### config.mk
export PLATFORM = sky130hd
export DESIGN_NAME = adcSeqCtrl
export DESIGN_NICKNAME = d
export VERILOG_FILES = /design/src/rtl/adcSeqPkg.sv /design/src/rtl/adcSeqDatapath.sv /design/src/rtl/adcSeqControl.sv /design/src/rtl/adcSeqCtrl.sv
export SDC_FILE = /design/constraint.sdc
export NUM_CORES = 1
export LEC_CHECK = 0
export ABC_AREA = 0
export BUFFER_PORTS_ARGS = -buffer_cell sky130_fd_sc_hd__buf_2
export CAP_MARGIN = 0
export CORE_UTILIZATION = 62
export DETAILED_ROUTE_END_ITERATION = 6
export GPL_ROUTABILITY_DRIVEN = 0
export HOLD_SLACK_MARGIN = 0.06
export PLACE_DENSITY = 0.82
export RECOVER_POWER = 50
export SLEW_MARGIN = 25
export SYNTH_ARGS = -nofsm -noshare
export SYNTH_HDL_FRONTEND = slang
export SYNTH_SLANG_ARGS = --single-unit
### constraint.sdc
create_clock -name clk -period 7.6 [get_ports clk]
set_input_delay 2.28 -clock clk [delete_from_list [all_inputs] [get_ports clk]]
set_output_delay 2.28 -clock clk [all_outputs]
set_load 0.01 [all_outputs]
### src/rtl/adcSeqPkg.sv
package adcSeqPkg;

  // Acquisition window: base cycles plus a step per code unit
  localparam int unsigned ACQ_BASE         = 6;
  localparam int unsigned ACQ_STEP         = 4;
  localparam int unsigned ACQ_CODE_MAX     = 7;
  localparam int unsigned UPPER_CHAN_FIRST = 9;

  typedef enum logic [1:0] {
    ST_IDLE = 2'd0,
    ST_ACQ  = 2'd1,
    ST_CONV = 2'd2,
    ST_WAIT = 2'd3
  } seqState_t;

  // Stored control fields (bits 5..0 of the register)
  typedef struct packed {
    logic       halfIe;
    logic       burst;
    logic [2:0] acqCode;
    logic       slow;
  } ctrlReg_t;

  // Strobes from control to datapath
  typedef struct packed {
    logic loadCfg;
    logic loadAcq;
    logic decAcq;
    logic loadConv;
    logic decConv;
    logic countDone;
  } seqStrobe_t;

  // Status from datapath to control
  typedef struct packed {
    logic acqZero;
    logic convZero;
    logic lastConv;
  } seqStatus_t;

endpackage

### src/rtl/adcSeqDatapath.sv
module adcSeqDatapath
  import adcSeqPkg::*;
#(
  parameter int unsigned FAST_CONV_CYC = 10,
  parameter int unsigned SLOW_CONV_CYC = 34,
  parameter int unsigned CNT_W         = 8,
  parameter int unsigned CHAN_W        = 4
) (
  input  logic              clk,
  input  logic              rstN,
  input  logic              regWrEn,
  input  logic [7:0]        regWrData,
  output logic [7:0]        regRdData,
  input  logic              auxSlow,
  input  logic [CHAN_W-1:0] chanIdx,
  input  logic [CNT_W-1:0]  burstTotal,
  input  logic              intClr,
  input  seqStrobe_t        strb,
  output seqStatus_t        stat,
  output logic              sampleValid,
  output logic              intFlag
);

  localparam int unsigned ACQ_MAX  = ACQ_BASE + ACQ_STEP * ACQ_CODE_MAX;
  localparam int unsigned ACQ_W    = $clog2(ACQ_MAX + 1);
  localparam int unsigned CONV_MAX = (FAST_CONV_CYC > SLOW_CONV_CYC) ? FAST_CONV_CYC : SLOW_CONV_CYC;
  localparam int unsigned CONV_W   = $clog2(CONV_MAX + 1);

  // ---------------- control register ----------------
  ctrlReg_t ctrlQ;
  logic     unusedRsvdBits;

  assign unusedRsvdBits = ^regWrData[7:6];

  always_ff @(posedge clk or negedge rstN) begin
    if (!rstN) begin
      ctrlQ <= '0;
    end else if (regWrEn) begin
      ctrlQ <= ctrlReg_t'(regWrData[5:0]);
    end
  end

  assign regRdData = {2'b00, ctrlQ};

  // ---------------- configuration computed at trigger ----------------
  logic              upperChan;
  logic [ACQ_W-1:0]  acqLenNew;
  logic [CONV_W-1:0] convLenNew;
  logic [CNT_W-1:0]  totalNew;
  logic              slowNow;

  generate
    if ((2 ** CHAN_W) > UPPER_CHAN_FIRST) begin : g_upperGroup
      assign upperChan = (chanIdx >= CHAN_W'(UPPER_CHAN_FIRST));
    end else begin : g_noUpperGroup
      logic unusedChan;
      assign unusedChan = ^chanIdx;
      assign upperChan  = 1'b0;
    end
  endgenerate

  always_comb begin
    if (upperChan) begin
      acqLenNew = ACQ_W'(ACQ_BASE) + ACQ_W'(ACQ_STEP * ctrlQ.acqCode);
    end else begin
      acqLenNew = ACQ_W'(ACQ_BASE);
    end
  end

  assign slowNow = ctrlQ.slow | auxSlow;

  generate
    if (FAST_CONV_CYC == SLOW_CONV_CYC) begin : g_oneSpeed
      logic unusedSlow;
      assign unusedSlow = slowNow;
      assign convLenNew = CONV_W'(FAST_CONV_CYC);
    end else begin : g_twoSpeed
      assign convLenNew = slowNow ? CONV_W'(SLOW_CONV_CYC) : CONV_W'(FAST_CONV_CYC);
    end
  endgenerate

  assign totalNew = (burstTotal == '0) ? CNT_W'(1) : burstTotal;

  // ---------------- latched configuration ----------------
  logic              cfgBurst;
  logic              cfgHalfIe;
  logic [ACQ_W-1:0]  cfgAcqLen;
  logic [CONV_W-1:0] cfgConvLen;
  logic [CNT_W-1:0]  cfgTotal;

  always_ff @(posedge clk or negedge rstN) begin
    if (!rstN) begin
      cfgBurst   <= 1'b0;
      cfgHalfIe  <= 1'b0;
      cfgAcqLen  <= ACQ_W'(ACQ_BASE);
      cfgConvLen <= CONV_W'(FAST_CONV_CYC);
      cfgTotal   <= CNT_W'(1);
    end else if (strb.loadCfg) begin
      cfgBurst   <= ctrlQ.burst;
      cfgHalfIe  <= ctrlQ.halfIe;
      cfgAcqLen  <= acqLenNew;
      cfgConvLen <= convLenNew;
      cfgTotal   <= totalNew;
    end
  end

  // ---------------- phase counters ----------------
  logic [ACQ_W-1:0]  acqCnt;
  logic [CONV_W-1:0] convCnt;
  logic [ACQ_W-1:0]  acqLoadVal;

  assign acqLoadVal = strb.loadCfg ? acqLenNew : cfgAcqLen;

  always_ff @(posedge clk or negedge rstN) begin
    if (!rstN) begin
      acqCnt <= '0;
    end else if (strb.loadAcq) begin
      acqCnt <= acqLoadVal - ACQ_W'(1);
    end else if (strb.decAcq) begin
      acqCnt <= acqCnt - ACQ_W'(1);
    end
  end

  always_ff @(posedge clk or negedge rstN) begin
    if (!rstN) begin
      convCnt <= '0;
    end else if (strb.loadConv) begin
      convCnt <= cfgConvLen - CONV_W'(1);
    end else if (strb.decConv) begin
      convCnt <= convCnt - CONV_W'(1);
    end
  end

  // ---------------- completion counting and flag ----------------
  logic [CNT_W-1:0] doneCnt;
  logic [CNT_W-1:0] doneNext;
  logic [CNT_W-1:0] halfMark;
  logic             fullHit;
  logic             halfHit;
  logic             flagEvt;

  assign doneNext = doneCnt + CNT_W'(1);
  assign halfMark = cfgTotal >> 1;
  assign fullHit  = (doneNext == cfgTotal);
  assign halfHit  = cfgHalfIe && (doneNext == halfMark);
  assign flagEvt  = strb.countDone && (!cfgBurst || fullHit || halfHit);

  always_ff @(posedge clk or negedge rstN) begin
    if (!rstN) begin
      doneCnt <= '0;
    end else if (strb.loadCfg) begin
      doneCnt <= '0;
    end else if (strb.countDone) begin
      doneCnt <= doneNext;
    end
  end

  always_ff @(posedge clk or negedge rstN) begin
    if (!rstN) begin
      intFlag     <= 1'b0;
      sampleValid <= 1'b0;
    end else begin
      sampleValid <= strb.countDone;
      if (flagEvt) begin
        intFlag <= 1'b1;
      end else if (intClr) begin
        intFlag <= 1'b0;
      end
    end
  end

  assign stat.acqZero  = (acqCnt == '0);
  assign stat.convZero = (convCnt == '0);
  assign stat.lastConv = !cfgBurst || (doneNext >= cfgTotal);

endmodule

### src/rtl/adcSeqControl.sv
module adcSeqControl
  import adcSeqPkg::*;
(
  input  logic       clk,
  input  logic       rstN,
  input  logic       startTrig,
  input  logic       convDone,
  input  seqStatus_t stat,
  output seqStrobe_t strb,
  output logic       acqStrobe,
  output logic       convStrobe
);

  seqState_t stateQ;
  seqState_t stateD;

  always_ff @(posedge clk or negedge rstN) begin
    if (!rstN) begin
      stateQ <= ST_IDLE;
    end else begin
      stateQ <= stateD;
    end
  end

  always_comb begin
    stateD = stateQ;
    strb   = '0;
    unique case (stateQ)
      ST_IDLE: begin
        if (startTrig) begin
          strb.loadCfg = 1'b1;
          strb.loadAcq = 1'b1;
          stateD       = ST_ACQ;
        end
      end
      ST_ACQ: begin
        if (stat.acqZero) begin
          strb.loadConv = 1'b1;
          stateD        = ST_CONV;
        end else begin
          strb.decAcq = 1'b1;
        end
      end
      ST_CONV: begin
        if (stat.convZero) begin
          stateD = ST_WAIT;
        end else begin
          strb.decConv = 1'b1;
        end
      end
      ST_WAIT: begin
        if (convDone) begin
          strb.countDone = 1'b1;
          if (stat.lastConv) begin
            stateD = ST_IDLE;
          end else begin
            strb.loadAcq = 1'b1;
            stateD       = ST_ACQ;
          end
        end
      end
      default: stateD = ST_IDLE;
    endcase
  end

  assign acqStrobe  = (stateQ == ST_ACQ);
  assign convStrobe = (stateQ == ST_CONV);

endmodule

### src/rtl/adcSeqCtrl.sv
module adcSeqCtrl
  import adcSeqPkg::*;
#(
  parameter int unsigned FAST_CONV_CYC = 10,
  parameter int unsigned SLOW_CONV_CYC = 34,
  parameter int unsigned CNT_W         = 8,
  parameter int unsigned CHAN_W        = 4
) (
  input  logic              clk,
  input  logic              rstN,
  input  logic              regWrEn,
  input  logic [7:0]        regWrData,
  output logic [7:0]        regRdData,
  input  logic              auxSlow,
  input  logic [CHAN_W-1:0] chanIdx,
  input  logic [CNT_W-1:0]  burstTotal,
  input  logic              startTrig,
  input  logic              intClr,
  output logic              acqStrobe,
  output logic              convStrobe,
  input  logic              convDone,
  output logic              sampleValid,
  output logic              intFlag
);

  seqStrobe_t strb;
  seqStatus_t stat;

  adcSeqControl u_control (
    .clk        (clk),
    .rstN       (rstN),
    .startTrig  (startTrig),
    .convDone   (convDone),
    .stat       (stat),
    .strb       (strb),
    .acqStrobe  (acqStrobe),
    .convStrobe (convStrobe)
  );

  adcSeqDatapath #(
    .FAST_CONV_CYC (FAST_CONV_CYC),
    .SLOW_CONV_CYC (SLOW_CONV_CYC),
    .CNT_W         (CNT_W),
    .CHAN_W        (CHAN_W)
  ) u_datapath (
    .clk         (clk),
    .rstN        (rstN),
    .regWrEn     (regWrEn),
    .regWrData   (regWrData),
    .regRdData   (regRdData),
    .auxSlow     (auxSlow),
    .chanIdx     (chanIdx),
    .burstTotal  (burstTotal),
    .intClr      (intClr),
    .strb        (strb),
    .stat        (stat),
    .sampleValid (sampleValid),
    .intFlag     (intFlag)
  );

endmodule

After elaboration in Yosys (flattened, before gate mapping)
Cells that the tools add are included.
Word-level totals
  flip-flop bits (word level): 52
  latch bits: 0
  memory bits (writable): 0
  bits in read-only memories: 0
  bits of input ports: 27
  output and inout bits: 12
  word-level logic and storage cells: 78
  memories kept: 0
Cells by class
  $add $sub $neg: 6
  multipliers: 0
  divide/modulo/power cells: 0
  order comparisons: 2
  eq/ne operators: 9
  shifts and indexed selects: 0
  muxes and demuxes: 30
  bitwise logic cells: 1
  reductions and logical operators: 15
Operator list (count)
  6-bit 2-to-1 mux: 7
  8-bit 2-to-1 mux: 3
  6-bit by 1-bit subtractor with 6-bit output (second input constant): 4
  6-bit zero test: 2
  1-bit 2-to-1 mux: 12
  2-bit 2-to-1 mux: 6
  8-bit by 1-bit adder with 8-bit output (second input constant): 1
  8-bit by 7-bit == test with 1-bit output: 1
  8-bit == test: 1
  8-bit >= comparator: 1
  8-bit zero test: 1
  2-bit case mux with 4 select lines: 1
  2-bit nonzero test: 4
  3-bit by 5-bit adder with 6-bit output (first input constant): 1
  2-bit == test (second input constant): 2
  4-bit >= comparator (second input constant): 1
  2-bit by 1-bit inequality test with 1-bit output (second input constant): 2
  2-bit inequality test (second input constant): 2
  4-bit AND reduction: 1
  1-bit logical OR: 3
  2-bit by 1-bit == test with 1-bit output (second input constant): 1
  1-bit logical AND: 2
  2-bit zero test: 1
  1-bit case mux with 2 select lines: 1
  2 further kinds: 2

Depth between registers and ports, before layout
  word-level depth: 7
  gate-level depth with buffers: 16
  mapped depth without buffers: 16

Hierarchy
A second synthesis with hierarchy kept.
Second synthesis, totals
  cells, all modules: 289
  area total of the unflattened synthesis: 2854.0 µm²
Modules (own cells, without submodules)
  adcSeqDatapath: times used 1, cells each 264, area an instance 2612.5 µm², sequential area each 1156.1 µm²
  adcSeqControl: times used 1, cells each 25, area an instance 241.5 µm², sequential area each 50.0 µm²

Least setup slack after synthesis
OpenSTA, ideal clock, no wires.
  kind: input -> register
  start: input port convDone
  end: register u_datapath.acqCnt[4]
  library setup time: 0.130 ns
  arrival time: 3.835 ns
  data required time: 7.470 ns
  setup slack: 3.635 ns
  stages on the path: 10
  path buffers: 0
  cells stage by stage: nand2_1 > clkinv_1 > nand3_1 > a21o_1 > a21oi_1 > ha_1 > nor2b_1 > a21o_1 > a21oi_1 > a21oi_1
Between the ends
  longest elaborated chain between the ends: 3
  elaborated cells on any way between the ends: 4
  those cells by class: mux: 3; reduce/logical: 1
RTL lines
  from (decl): RTL line adcSeqCtrl.sv:21  | input logic convDone,
  1-bit 2-to-1 mux (*): RTL line adcSeqControl.sv:52  | if (convDone) begin
  1-bit case mux with 2 select lines (*): RTL line adcSeqControl.sv:28  | unique case (stateQ)
  6-bit 2-to-1 mux or 2-bit nonzero test (tied branches)
  to (signal assigned): RTL line adcSeqDatapath.sv:118  | acqCnt <= acqLoadVal - ACQ_W'(1);
  to (signal assigned): RTL line adcSeqDatapath.sv:120  | acqCnt <= acqCnt - ACQ_W'(1);
  to (decl): RTL line adcSeqDatapath.sv:108  | logic [ACQ_W-1:0] acqCnt;
Every way passes the cells marked *; elsewhere a longest branch is shown, timed or not.
A chain may end at the register's enable or synchronous reset.

Worst setup path after layout
  start: input port startTrig
  end: register u_datapath.acqCnt[5]
Between the ends
  longest elaborated chain between the ends: 5
  elaborated cells on any way between the ends: 7
  those cells by class: add/sub: 1; mux: 5; reduce/logical: 1
RTL lines
  from (decl): RTL line adcSeqCtrl.sv:17  | input logic startTrig,
  2-bit 2-to-1 mux (*): RTL line adcSeqControl.sv:30  | if (startTrig) begin
  1-bit 2-to-1 mux: RTL line adcSeqControl.sv:28
  6-bit 2-to-1 mux
  6-bit by 1-bit subtractor with 6-bit output: RTL line adcSeqDatapath.sv:118
  6-bit 2-to-1 mux: RTL line adcSeqDatapath.sv:117  | end else if (strb.loadAcq) begin
Marked as above.

==> flow_summary_export.csv <==
group,metric,value,unit
outcome,status,"finished, violations left",
outcome,violations,"max-capacitance violations, max-slew violations",
logic_synthesis,async_flop_share,100,%
timing,setup_viol,0,
timing,fmaxAchievable,225,MHz
clock_tree,ctsHoldBuffers,0,
timing,timing.final.hold_violations,0,
power_and_ir_drop,combPwrFrac,46.4,%
power_and_ir_drop,p_leak,1.41,nW
floorplanning,rows,23,
clock_tree,clock_sinks,48,
logic_synthesis,syn_avg_cell_area,9.89,um2
logic_synthesis,synthCells,278,
clock_tree,clock_latency,0.30,ns
power_and_ir_drop,ir_worst_vdd,0.202,mV
detailed_routing,detail_route.wl_per_cell,15.1,um
logic_synthesis,synthFlopType,"dfrtp_1",
power_and_ir_drop,p_clk_share,14.9,%
logic_synthesis,yosys.cell_types.count,53,
finish,final_cell_mix,"dfrtp_1 (44), buf_2 (33), nand2_1 (31)",
timing,maxSlewHeadroom,-68.4,%
worst_setup_path,worstPathArrival,4.68,ns
timing,worst_pin_slew,2.53,ns
timing,period_share,58.4,%
clock_tree,cts-root-buf,"clkbuf_8",
floorplanning,core_area,0.00412,mm2
power_and_ir_drop,switchingPower,0.000436,W
placement,dp.final_hpwl,3920,um
logic_synthesis,yosys_warnings,0,
global_route,grt_antenna_before_repair,0,
detailed_routing,drc,0,
floorplanning,chipWidth,68.6,um
timing,finClkSkew,0.00647,ns
placement,placed_area,0.00294,mm2
floorplanning,io_pins,39,
global_route,grt_pass1_vias,2022,
floorplanning,fp.dieH,68.6,um
clock_tree,cts_tree,"yes",
worst_setup_path,worst-setup-path-type,"primary input to register",
worst_setup_path,critPathMaxFanout,26,
finish,layout_commonest_cell,"dfrtp_1",
clock_tree,cts_resized,0,
logic_synthesis,synth.ff_latch_count,48,
global_route,grt_pass1_wl,9030,um
detailed_routing,ant_nets,0,
worst_setup_path,critPathLaunchType,"primary input",
detailed_routing,vias_per_cell,5.81,
timing,slew_viol_final,49,
timing,fin_crit,4.44,ns
worst_setup_path,cpPeakStageDelay,0.74,ns
worst_setup_path,crit_chain,"buf_2, and2_1, and3_1, and2_1, mux2i_1, a221o_2, or4_1, nand3_1",
clock_tree,cts_max_level,2,
floorplanning,initial_core_util,66.8,%
timing,setup-tns-final,0,ns
hold_path,hold_class,"register to register",
global_route,track_usage,26.3,%
finish,final_layout_size_suffix_gt1_share,19.6,%
timing,rsz0062_at_grt,"false",
clock_tree,cts_made_buffers,5,
global_route,grt_max_degree,49,
floorplanning,die_area,0.00470,mm2
placement,io_buffers,34,
clock_tree,clk_transition_reported_paths,0.09,ns
detailed_routing,routed_wl,5460,um
worst_setup_path,cp-end-kind,"register",
detailed_routing,drtPass1Iterations,4,
detailed_routing,first_iter_violations,127,
finish,final_cell_area,0.00301,mm2
clock_tree,cts_setup_buffers,0,
power_and_ir_drop,seqPwrFrac,38.7,%
power_and_ir_drop,switching_share,40.5,%
logic_synthesis,synth_area,0.00275,mm2
power_and_ir_drop,power_density,358,mW/mm2
finish,syn_to_final_growth,9.33,%
finish,final_nets,354,
detailed_routing,via_count,2099,
logic_synthesis,ys_seq_area_share,43.9,%
clock_tree,cts_max_path_buffers,2,
worst_setup_path,path_common_cell,"and2_1",
global_route,grt-ovfl-total,0,
finish,n_antenna_cell,0,
power_and_ir_drop,internal_power,0.000641,W
flow_run,maxCapViolCount,1,
finish,fillCellCount,323,
worst_setup_path,crit_slowest_cell,"and2_1",
worst_setup_path,required,7.85,ns
logic_synthesis,synth_edf_count,0,
[cells by family (layout without fill, tap and decap cells)]
| kind of cell | count (synthesis) | in the layout | share of synthesized area (%) |
|---|---|---|---|
| AND/OR/NAND/NOR | 92 | 92 | 16.4 |
| AO/OA/AOI/OAI | 60 | 60 | 16.1 |
| flip-flops | 48 | 48 | 43.9 |
| buffers and inverters | 26 | 58 | 4.10 |
| XOR/XNOR | 24 | 24 | 7.65 |
| adder cells (fa/ha/maj) | 17 | 17 | 7.74 |
| multiplexers | 10 | 10 | 4.01 |
| other | 1 | 2 | 0.136 |
[final timing paths]
check,start,end,slack [ns],cells past startpoint
setup / recovery,startTrig,u_datapath.acqCnt[5]$_DFFE_PN0P_,3.16,8
hold / removal,u_datapath.cfgBurst$_DFFE_PN0P_,u_datapath.cfgBurst$_DFFE_PN0P_,0.50,2
hold reg to reg,u_datapath.cfgBurst$_DFFE_PN0P_,u_datapath.cfgBurst$_DFFE_PN0P_,0.50,2
max in group asynchronous,rstN,u_datapath.cfgTotal[1]$_DFFE_PN0P_,3.42,1
setup reg to reg,u_datapath.doneCnt[0]$_DFFE_PN0P_,u_datapath.acqCnt[4]$_DFFE_PN0P_,3.71,16
min in group asynchronous,rstN,u_datapath.cfgTotal[6]$_DFFE_PN0P_,2.75,1
[critical path, delay by kind of cell]
kind	cells	cell delay [ns]
and+or+nand+nor	5	1.80
AOI/OAI and AO/OA	1	0.40
buffers and inverters	1	0.11
muxes	1	0.08
[synthesized netlist by cell type, types with 3 or more instances]
library cell	n	area, um2
a21o_1	4	30.0
a21oi_1	15	75.1
and2_1	3	18.8
clkbuf_1	6	22.5
dfrtp_1	44	1100
dfstp_2	4	105
ha_1	17	213
inv_1	15	56.3
mux2_2	8	90.1
nand2_1	31	116
nand2b_1	3	18.8
nand3_1	10	50.1
nand4_1	5	31.3
nor2_1	16	60.1
nor3_1	6	30.0
nor4_1	3	18.8
o211ai_1	3	22.5
o21ai_0	15	75.1
or3_1	5	31.3
xnor2_1	15	131
xor2_1	9	78.8
[through the flow]
step / util [%] / setup slack (ns) / hold WS [ns] / std cells / total power, W
5_1_grt: 73.0 / 2.86 / 0.521 / 361 / 0.00117
4_1_cts: 73.6 / 3.15 / 0.499 / 361 / 0.00109
3_5_place_dp: 71.3 / 2.85 / 0.477 / 353 / 0.000927
2_1_floorplan: - / 3.64 / 0.442 / 279 / 0.000811
3_3_place_gp: 71.3 / 2.87 / 0.466 / 353 / 0.000903
6_report: 73.0 / 3.16 / 0.500 / 361 / 0.00108
[per-layer routing]
layer / GRT usage (%) / routed length (um) / up-vias
li1: - / - / 1042
met1: 33.3 / 2630 / 1014
met2: 43.9 / 2600 / 38
met3: 6.41 / 178 / 5
met4: 8.33 / 47 / 0
met5: 0 / 0 / -
[power groups by stage]
stage	Sequential [W]	Clock (W)	Combinational (W)
6_report	0.000416	0.000160	0.000500
5_1_grt	0.000428	0.000172	0.000569
4_1_cts	0.000420	0.000163	0.000510
3_5_place_dp	0.000424	0	0.000503
3_3_place_gp	0.000421	0	0.000483
2_1_floorplan	0.000411	0	0.000400
[state kept, by name, summed over array words and instances, names as in the netlist]
signal / count
u_datapath.cfgTotal: 8
u_datapath.doneCnt: 8
u_datapath.acqCnt: 6
u_datapath.cfgAcqLen: 6
u_datapath.convCnt: 6
u_datapath.regRdData: 6
u_control.stateQ: 2
u_datapath.cfgConvLen: 2
u_datapath.cfgBurst: 1
u_datapath.cfgHalfIe: 1
u_datapath.intFlag: 1
u_datapath.sampleValid: 1
[cell type report]
type | count | area, um2 | share of cell area [%]
timing repair buffer | 34 | 169 | 5.62
clock buffer | 6 | 82.6 | 2.75
inverter | 16 | 60.1 | 2.00
sequential | 48 | 1210 | 40.1
tap | 50 | 62.6 | 2.08
multi-input combinational | 205 | 1420 | 47.1
clock inverter | 2 | 10.0 | 0.333
(Power assumes the default switching activity.)
